===== src/rtl/sra_pkg.sv =====
package sra_pkg;

  localparam int OP_W   = 4;
  localparam int DEV_W  = 6;
  localparam int REG_W  = 12;
  localparam int DAT_W  = 16;
  localparam int PKT_W  = 16;
  localparam int N_PKT  = 4;

  localparam logic [OP_W-1:0] OP_READ = 4'h2;

  typedef struct packed {
    logic [OP_W-1:0]  op;
    logic [DEV_W-1:0] dev;
    logic             bcast;
    logic [REG_W-1:0] addr;
    logic [DAT_W-1:0] wdata;
  } sra_req_t;

  typedef enum logic [1:0] {
    ST_IDLE = 2'd0,
    ST_TX   = 2'd1,
    ST_RX   = 2'd2
  } sra_state_t;

  typedef enum logic [1:0] {
    RX_HUNT = 2'd0,
    RX_DATA = 2'd1,
    RX_STOP = 2'd2
  } sra_rx_t;

  // Request packet: opcode, device, broadcast, zero fill.
  function automatic logic [PKT_W-1:0] req_word(input sra_req_t r);
    return {r.op, r.dev, r.bcast, {(PKT_W-OP_W-DEV_W-1){1'b0}}};
  endfunction

endpackage


===== src/rtl/sra_rst_sync.sv =====
module sra_rst_sync (
  input  logic clk,
  input  logic arst_n,
  output logic srst_n
);

  logic [1:0] sync_q;

  always_ff @(posedge clk or negedge arst_n) begin
    if (!arst_n) sync_q <= 2'b00;
    else         sync_q <= {sync_q[0], 1'b1};
  end

  assign srst_n = sync_q[1];

endmodule


===== src/rtl/sra_clkdiv.sv =====
module sra_clkdiv #(
  parameter int DIV = 8
) (
  input  logic clk,
  input  logic rst_n,
  input  logic run,
  output logic sck,
  output logic fall_tick,
  output logic slot_end
);

  localparam int HALF = DIV / 2;
  localparam int PW   = (DIV > 2) ? $clog2(DIV) : 1;
  localparam logic [PW-1:0] PH_HALF = PW'(HALF);
  localparam logic [PW-1:0] PH_LAST = PW'(DIV - 1);

  logic [PW-1:0] ph_q, ph_d;

  always_comb begin
    ph_d = ph_q;
    if (!run)                ph_d = '0;
    else if (ph_q == PH_LAST) ph_d = '0;
    else                     ph_d = ph_q + 1'b1;
  end

  always_ff @(posedge clk or negedge rst_n) begin
    if (!rst_n) ph_q <= '0;
    else        ph_q <= ph_d;
  end

  assign sck       = run && (ph_q < PH_HALF);
  assign fall_tick = run && (ph_q == PH_HALF);
  assign slot_end  = run && (ph_q == PH_LAST);

endmodule


===== src/rtl/sra_rx.sv =====
module sra_rx
  import sra_pkg::*;
#(
  parameter int WIN = 24,
  parameter int DW  = 16
) (
  input  logic          clk,
  input  logic          rst_n,
  input  logic          clear,
  input  logic          sample,
  input  logic          sdi,
  output logic          fin,
  output logic          bad,
  output logic [DW-1:0] data
);

  localparam int WW = $clog2(WIN + 1);
  localparam int CW = $clog2(DW);
  localparam logic [WW-1:0] WIN_LAST = WW'(WIN - 1);
  localparam logic [CW-1:0] CNT_LAST = CW'(DW - 1);

  sra_rx_t       st_q, st_d;
  logic [CW-1:0] cnt_q, cnt_d;
  logic [WW-1:0] win_q, win_d;
  logic [DW-1:0] sh_q, sh_d;

  always_comb begin
    st_d  = st_q;
    cnt_d = cnt_q;
    win_d = win_q;
    sh_d  = sh_q;
    fin   = 1'b0;
    bad   = 1'b0;
    if (clear) begin
      st_d  = RX_HUNT;
      cnt_d = '0;
      win_d = '0;
      sh_d  = '0;
    end else if (sample) begin
      win_d = win_q + 1'b1;
      unique case (st_q)
        RX_HUNT: begin
          if (!sdi) begin
            st_d  = RX_DATA;
            cnt_d = '0;
          end
        end
        RX_DATA: begin
          sh_d  = {sh_q[DW-2:0], sdi};
          cnt_d = cnt_q + 1'b1;
          if (cnt_q == CNT_LAST) st_d = RX_STOP;
        end
        RX_STOP: begin
          fin  = 1'b1;
          bad  = sdi;
          st_d = RX_HUNT;
        end
        default: st_d = RX_HUNT;
      endcase
      if (!fin && (win_q == WIN_LAST)) begin
        fin  = 1'b1;
        bad  = 1'b1;
        st_d = RX_HUNT;
      end
    end
  end

  always_ff @(posedge clk or negedge rst_n) begin
    if (!rst_n) begin
      st_q  <= RX_HUNT;
      cnt_q <= '0;
      win_q <= '0;
      sh_q  <= '0;
    end else begin
      st_q  <= st_d;
      cnt_q <= cnt_d;
      win_q <= win_d;
      sh_q  <= sh_d;
    end
  end

  assign data = sh_q;

endmodule


===== src/rtl/sra_master.sv =====
module sra_master
  import sra_pkg::*;
#(
  parameter int CLK_DIV = 8,
  parameter int RD_WIN  = 24
) (
  input  logic              clk,
  input  logic              rst_n,
  input  logic              start,
  input  logic [OP_W-1:0]   op,
  input  logic [DEV_W-1:0]  dev,
  input  logic              bcast,
  input  logic [REG_W-1:0]  reg_addr,
  input  logic [DAT_W-1:0]  wdata,
  output logic              busy,
  output logic              done,
  output logic              err,
  output logic [DAT_W-1:0]  rdata,
  output logic              sck,
  output logic              cmd,
  output logic              sdo,
  output logic              sdo_oe,
  input  logic              sdi
);

  localparam int N_SLOTS = PKT_W * N_PKT;
  localparam int SLOT_W  = $clog2(N_SLOTS);
  localparam int PKT_BW  = $clog2(PKT_W);
  localparam logic [SLOT_W-1:0] SLOT_LAST   = SLOT_W'(N_SLOTS - 1);
  localparam logic [SLOT_W-1:0] SLOT_RD_END = SLOT_W'(3 * PKT_W - 1);
  localparam logic [SLOT_W-1:0] CMD_SLOTS   = SLOT_W'(2);

  logic rst_l;
  sra_rst_sync u_rst (.clk(clk), .arst_n(rst_n), .srst_n(rst_l));

  sra_state_t        state_q, state_d;
  logic [SLOT_W-1:0] slot_q, slot_d;
  sra_req_t          req_q, req_d;
  logic              done_q, done_d;
  logic              err_q, err_d;
  logic [DAT_W-1:0]  rdata_q, rdata_d;

  logic run, fall_tick, slot_end;
  logic rx_clear, rx_sample, rx_fin, rx_bad;
  logic [DAT_W-1:0] rx_data;
  logic accept, is_rd;
  logic [PKT_W-1:0] pkt_word;
  logic [N_PKT > 1 ? $clog2(N_PKT)-1 : 0 : 0] pkt_sel;
  logic [PKT_BW-1:0] bit_sel;

  assign run       = (state_q != ST_IDLE);
  assign accept    = start && (state_q == ST_IDLE);
  assign is_rd     = (req_q.op == OP_READ);
  assign rx_sample = fall_tick && (state_q == ST_RX);

  sra_clkdiv #(.DIV(CLK_DIV)) u_div (
    .clk(clk), .rst_n(rst_l), .run(run),
    .sck(sck), .fall_tick(fall_tick), .slot_end(slot_end)
  );

  sra_rx #(.WIN(RD_WIN), .DW(DAT_W)) u_rx (
    .clk(clk), .rst_n(rst_l), .clear(rx_clear), .sample(rx_sample),
    .sdi(sdi), .fin(rx_fin), .bad(rx_bad), .data(rx_data)
  );

  // Packet select and bit select from the slot counter.
  assign pkt_sel = slot_q[SLOT_W-1:PKT_BW];
  assign bit_sel = slot_q[PKT_BW-1:0];

  always_comb begin
    unique case (pkt_sel)
      2'd0:    pkt_word = req_word(req_q);
      2'd1:    pkt_word = PKT_W'(req_q.addr);
      2'd2:    pkt_word = is_rd ? '0 : req_q.wdata;
      default: pkt_word = '0;
    endcase
  end

  // Next-state logic.
  always_comb begin
    state_d  = state_q;
    slot_d   = slot_q;
    req_d    = req_q;
    done_d   = 1'b0;
    err_d    = err_q;
    rdata_d  = rdata_q;
    rx_clear = 1'b0;
    unique case (state_q)
      ST_IDLE: begin
        if (accept) begin
          if ((op == OP_READ) && bcast) begin
            done_d  = 1'b1;
            err_d   = 1'b1;
            rdata_d = '0;
          end else begin
            state_d  = ST_TX;
            slot_d   = '0;
            req_d    = '{op: op, dev: dev, bcast: bcast, addr: reg_addr, wdata: wdata};
            rx_clear = 1'b1;
          end
        end
      end
      ST_TX: begin
        if (slot_end) begin
          slot_d = slot_q + 1'b1;
          if (slot_q == SLOT_LAST) begin
            state_d = ST_IDLE;
            done_d  = 1'b1;
            err_d   = 1'b0;
            rdata_d = '0;
          end else if (is_rd && (slot_q == SLOT_RD_END)) begin
            state_d = ST_RX;
          end
        end
      end
      ST_RX: begin
        if (slot_end) slot_d = slot_q + 1'b1;
        if (rx_fin) begin
          state_d = ST_IDLE;
          done_d  = 1'b1;
          err_d   = rx_bad;
          rdata_d = rx_bad ? '0 : rx_data;
        end
      end
      default: state_d = ST_IDLE;
    endcase
  end

  // Registers.
  always_ff @(posedge clk or negedge rst_l) begin
    if (!rst_l) begin
      state_q <= ST_IDLE;
      slot_q  <= '0;
      req_q   <= '0;
      done_q  <= 1'b0;
      err_q   <= 1'b0;
      rdata_q <= '0;
    end else begin
      state_q <= state_d;
      slot_q  <= slot_d;
      req_q   <= req_d;
      done_q  <= done_d;
      err_q   <= err_d;
      rdata_q <= rdata_d;
    end
  end

  assign busy   = run;
  assign done   = done_q;
  assign err    = err_q;
  assign rdata  = rdata_q;
  assign cmd    = (state_q == ST_TX) && (slot_q < CMD_SLOTS);
  assign sdo_oe = (state_q != ST_RX);
  assign sdo    = (state_q == ST_TX) ? pkt_word[~bit_sel] : 1'b0;

endmodule


===== config.mk =====
export PLATFORM = sky130hd
export DESIGN_NAME = sra_master
export DESIGN_NICKNAME = d
export VERILOG_FILES = /design/src/rtl/sra_pkg.sv /design/src/rtl/sra_rst_sync.sv /design/src/rtl/sra_clkdiv.sv /design/src/rtl/sra_rx.sv /design/src/rtl/sra_master.sv
export SDC_FILE = /design/constraint.sdc
export NUM_CORES = 1
export LEC_CHECK = 0
export BUFFER_PORTS_ARGS = -buffer_cell sky130_fd_sc_hd__buf_2
export CAP_MARGIN = 20
export CELL_PAD_IN_SITES_DETAIL_PLACEMENT = 0
export CELL_PAD_IN_SITES_GLOBAL_PLACEMENT = 1
export CORE_ASPECT_RATIO = 0.6
export CORE_MARGIN = 10
export CORE_UTILIZATION = 40
export DETAILED_ROUTE_END_ITERATION = 10
export PLACE_DENSITY = 0.76
export SETUP_SLACK_MARGIN = 0.5
export SLEW_MARGIN = 10
export SYNTH_ARGS = -nofsm -noshare
export SYNTH_HDL_FRONTEND = slang
export SYNTH_HIERARCHICAL = 1
export SYNTH_SLANG_ARGS = --single-unit

===== constraint.sdc =====
create_clock -name clk -period 6.75 [get_ports clk]
set_clock_uncertainty 0.15 [all_clocks]
set_input_delay 1.35 -clock clk [delete_from_list [all_inputs] [get_ports clk]]
set_output_delay 1.35 -clock clk [all_outputs]
set_load 0.005 [all_outputs]

==> impl_metrics.ini <==
[cells_and_area]
ff_latch_area_mm2 = 0.00243
num-fill-cells = 1155
drive_gt1_frac = 0.311
nNetsFinal = 533
area_growth_pct = 15.1
multi_input_area_mm2 = 0.00215
fin_cells = 651

[sta]
final_max_slew_viol_count = 0
slew_headroom = 0.488
fmax_mhz = 216
rsz0062_at_grt = no
tns_ns = 0
fin_crit_sh = 0.685
worst_pin_slew_ns = 0.768
hold_viol_final = 0
fin_crit_ns = 4.63
report.final.setup_viol = 0

[logic_synthesis]
synthAdderAreaFrac = 0.0258
syn_avg_cell_area_um2 = 11.5
async_flop_share = 1.00
synth.most_common_cell = dfrtp_1
synth_xor_area_frac = 0.00904
ys_seq_area_frac = 0.501
yosys-top-cells-area = dfrtp_1 50%, mux2_2 11%, mux2i_1 4.8%, a22o_1 4.2%, ha_1 2.6%
yosys_register_bits = 97
syn_area_mm2 = 0.00484
synth_mux_area_frac = 0.158
synth_edf_count = 0
synth_top_area_frac = 0.501
ys_warn_count = 6
yosys-top-cells-count = 97 x dfrtp_1, 46 x mux2_2, 30 x inv_1
yosys.area_share.simple = 0.115
synth_top_family_by_area = multiplexers
post-synth-top-area-cell = dfrtp_1
syn_inst = 421
synth_compound_area_frac = 0.135
synth_cell_types = 66
synthesis.nets = 474
synth-main-ff-cell = dfrtp_1

[routing]
ant_nets = 0
dr.pass1.iters = 4
drt_iter0_markers = 190
finalWirelength_um = 10900
drcViolationCount = 0
routedWlPerCell_um = 16.8
viasPerCell = 5.21
vias = 3391

[die]
die-height_um = 105
chipWidth_um = 162
initial_core_util = 0.406
pin_count = 66
core_area_mm2 = 0.0119
die_area_mm2 = 0.0171
num_rows = 31

[setup_path]
critPathMaxFanout = 18
r2r-start = state_q[0]
reg2reg_depth = 11
worstSetupPathType = register to output port
ff2ff_setup_slack_ns = 3.28
cp-end-kind = output port
required_ns = 5.25
start_kind = register
r2r_end = err
cp_data_arrival_time_ns = 3.13

[clocking]
numCtsBuffers = 9
cts-htree-levels = 3
cts.sinks = 97
cts_hold_buffers = 0
post_cts.repair.setup_buffers = 0
cts_max_path_buffers = 2
cts_resized = 0
cts_tree = built
clkTransAtPathRegs_ns = 0.07
cts_root_buf = clkbuf_16
clock_latency_ns = 0.35

[placement]
hpwl_um = 7850
port_buffers = 65
dp.cells = 633
place.gp.congestion = 0.812

[global_route]
antenna_found_initial = 1
grt_pass1_vias = 3500
grt_max_degree = 63
grt_use_total = 0.132
overflow = 0
grt_pass1_wl_um = 18400

[power_and_ir_drop]
powerDensity_mw_per_mm2 = 361
clockPowerShare = 0.267
p_int_mw = 1.34
seqPwrFrac = 0.424
max-vdd-ir-drop_uv = 144
power.net_switching_mw = 0.674
p_comb_frac = 0.309
swShare = 0.335
cellLeakagePower_nw = 2.52

[worst_hold_path]
hold_class = register to async pin

[run]
cap_violations = 0

[outcome]
status = finished, final reports clean
final cells by class:
cell class / count / share of cell area
antenna: 1 / 0.000449
clock buffer: 9 / 0.0404
clock inverter: 7 / 0.0157
inverter: 32 / 0.0220
multi-input combinational: 271 / 0.385
sequential: 97 / 0.436
tap: 165 / 0.0370
timing repair buffer: 69 / 0.0637
worst max-delay path, stage by stage, from the launching register on:
cell and delay, ns:
dfrtp_1 0.80, nor2b_1 0.48, a211oi_1 0.19, a2111oi_0 0.59, a311oi_1 0.09, a2111oi_0 0.42
buf_2 0.20
layout by cell type, fill, tap and decap left out, types with 3 or more instances in the layout:
cell	instances
clkbuf_16	9
ha_1	10
nor2_1	17
nor2b_1	5
nand2b_1	11
and3_1	4
mux2i_1	23
mux2_2	46
buf_2	65
o21ai_1	3
a22o_1	23
nand2_1	28
xor2_1	3
and2_1	4
a211oi_1	6
a2111oi_0	4
inv_8	3
a21oi_1	11
buf_4	4
dfrtp_1	96
o21ai_0	13
a211o_1	3
inv_1	30
nand3_1	6
nand4_1	6
worst max path at each step:
stage	startpoint	to	cells past startpoint
after floorplan	op[1]	rdata[10]	12
after global placement	op[1]	err	10
after detailed placement	op[1]	err	10
after CTS	slot_q[4]	sdo	6
after global routing	slot_q[4]	sdo	6
final	slot_q[4]	sdo	6
kinds of logic (layout without fill, tap and decap cells):
logic type / after synthesis / after routing
simple gates: 100 / 100
flops: 97 / 97
compound gates: 85 / 85
mux: 70 / 70
buf+inv: 53 / 117
fa+ha+maj: 10 / 10
xor+xnor: 5 / 5
other cells: 1 / 2
layer usage:
metal | routed length, µm | global-route usage | vias to the layer above
li1 | - | - | 1615
met1 | 5460 | 0.188 | 1675
met2 | 4620 | 0.182 | 86
met3 | 715 | 0.0400 | 15
met4 | 145 | 0.0479 | 0
met5 | 0 | 0 | -
power by group through the flow:
stage / combinational (mW) / sequential, mW / clock, mW
6_report: 0.622 / 0.853 / 0.538
5_1_grt: 0.690 / 0.874 / 0.575
4_1_cts: 0.624 / 0.853 / 0.550
3_5_place_dp: 0.621 / 0.864 / 0
3_3_place_gp: 0.604 / 0.860 / 0
2_1_floorplan: 0.513 / 0.818 / 0
state kept, by name, indices dropped and copies added, names as in the netlist:
signal,flops
rdata,16
slot_q,6
u_rx/cnt_q,4
u_rx/st_q,2
err,1
u_rx/data,16
req_q,39
u_rx/win_q,5
done,1
u_rst/sync_q,2
u_div/ph_q,3
state_q,2
stage by stage:
| step | utilization | power (mW) | instance area (µm²) | worst slack, ns | hold WS (ns) |
|---|---|---|---|---|---|
| global placement | 0.440 | 1.46 | 5250 | 2.39 | 0.134 |
| global route | 0.467 | 2.14 | 5580 | 1.77 | 0.173 |
| CTS | 0.466 | 2.03 | 5570 | 2.12 | 0.149 |
| finish | 0.467 | 2.01 | 5580 | 2.12 | 0.121 |
| floorplan | - | 1.33 | 4840 | 2.71 | 0.181 |
| detailed placement | 0.440 | 1.48 | 5250 | 2.32 | 0.146 |
No activity file was read; power rests on OpenSTA's default activity.
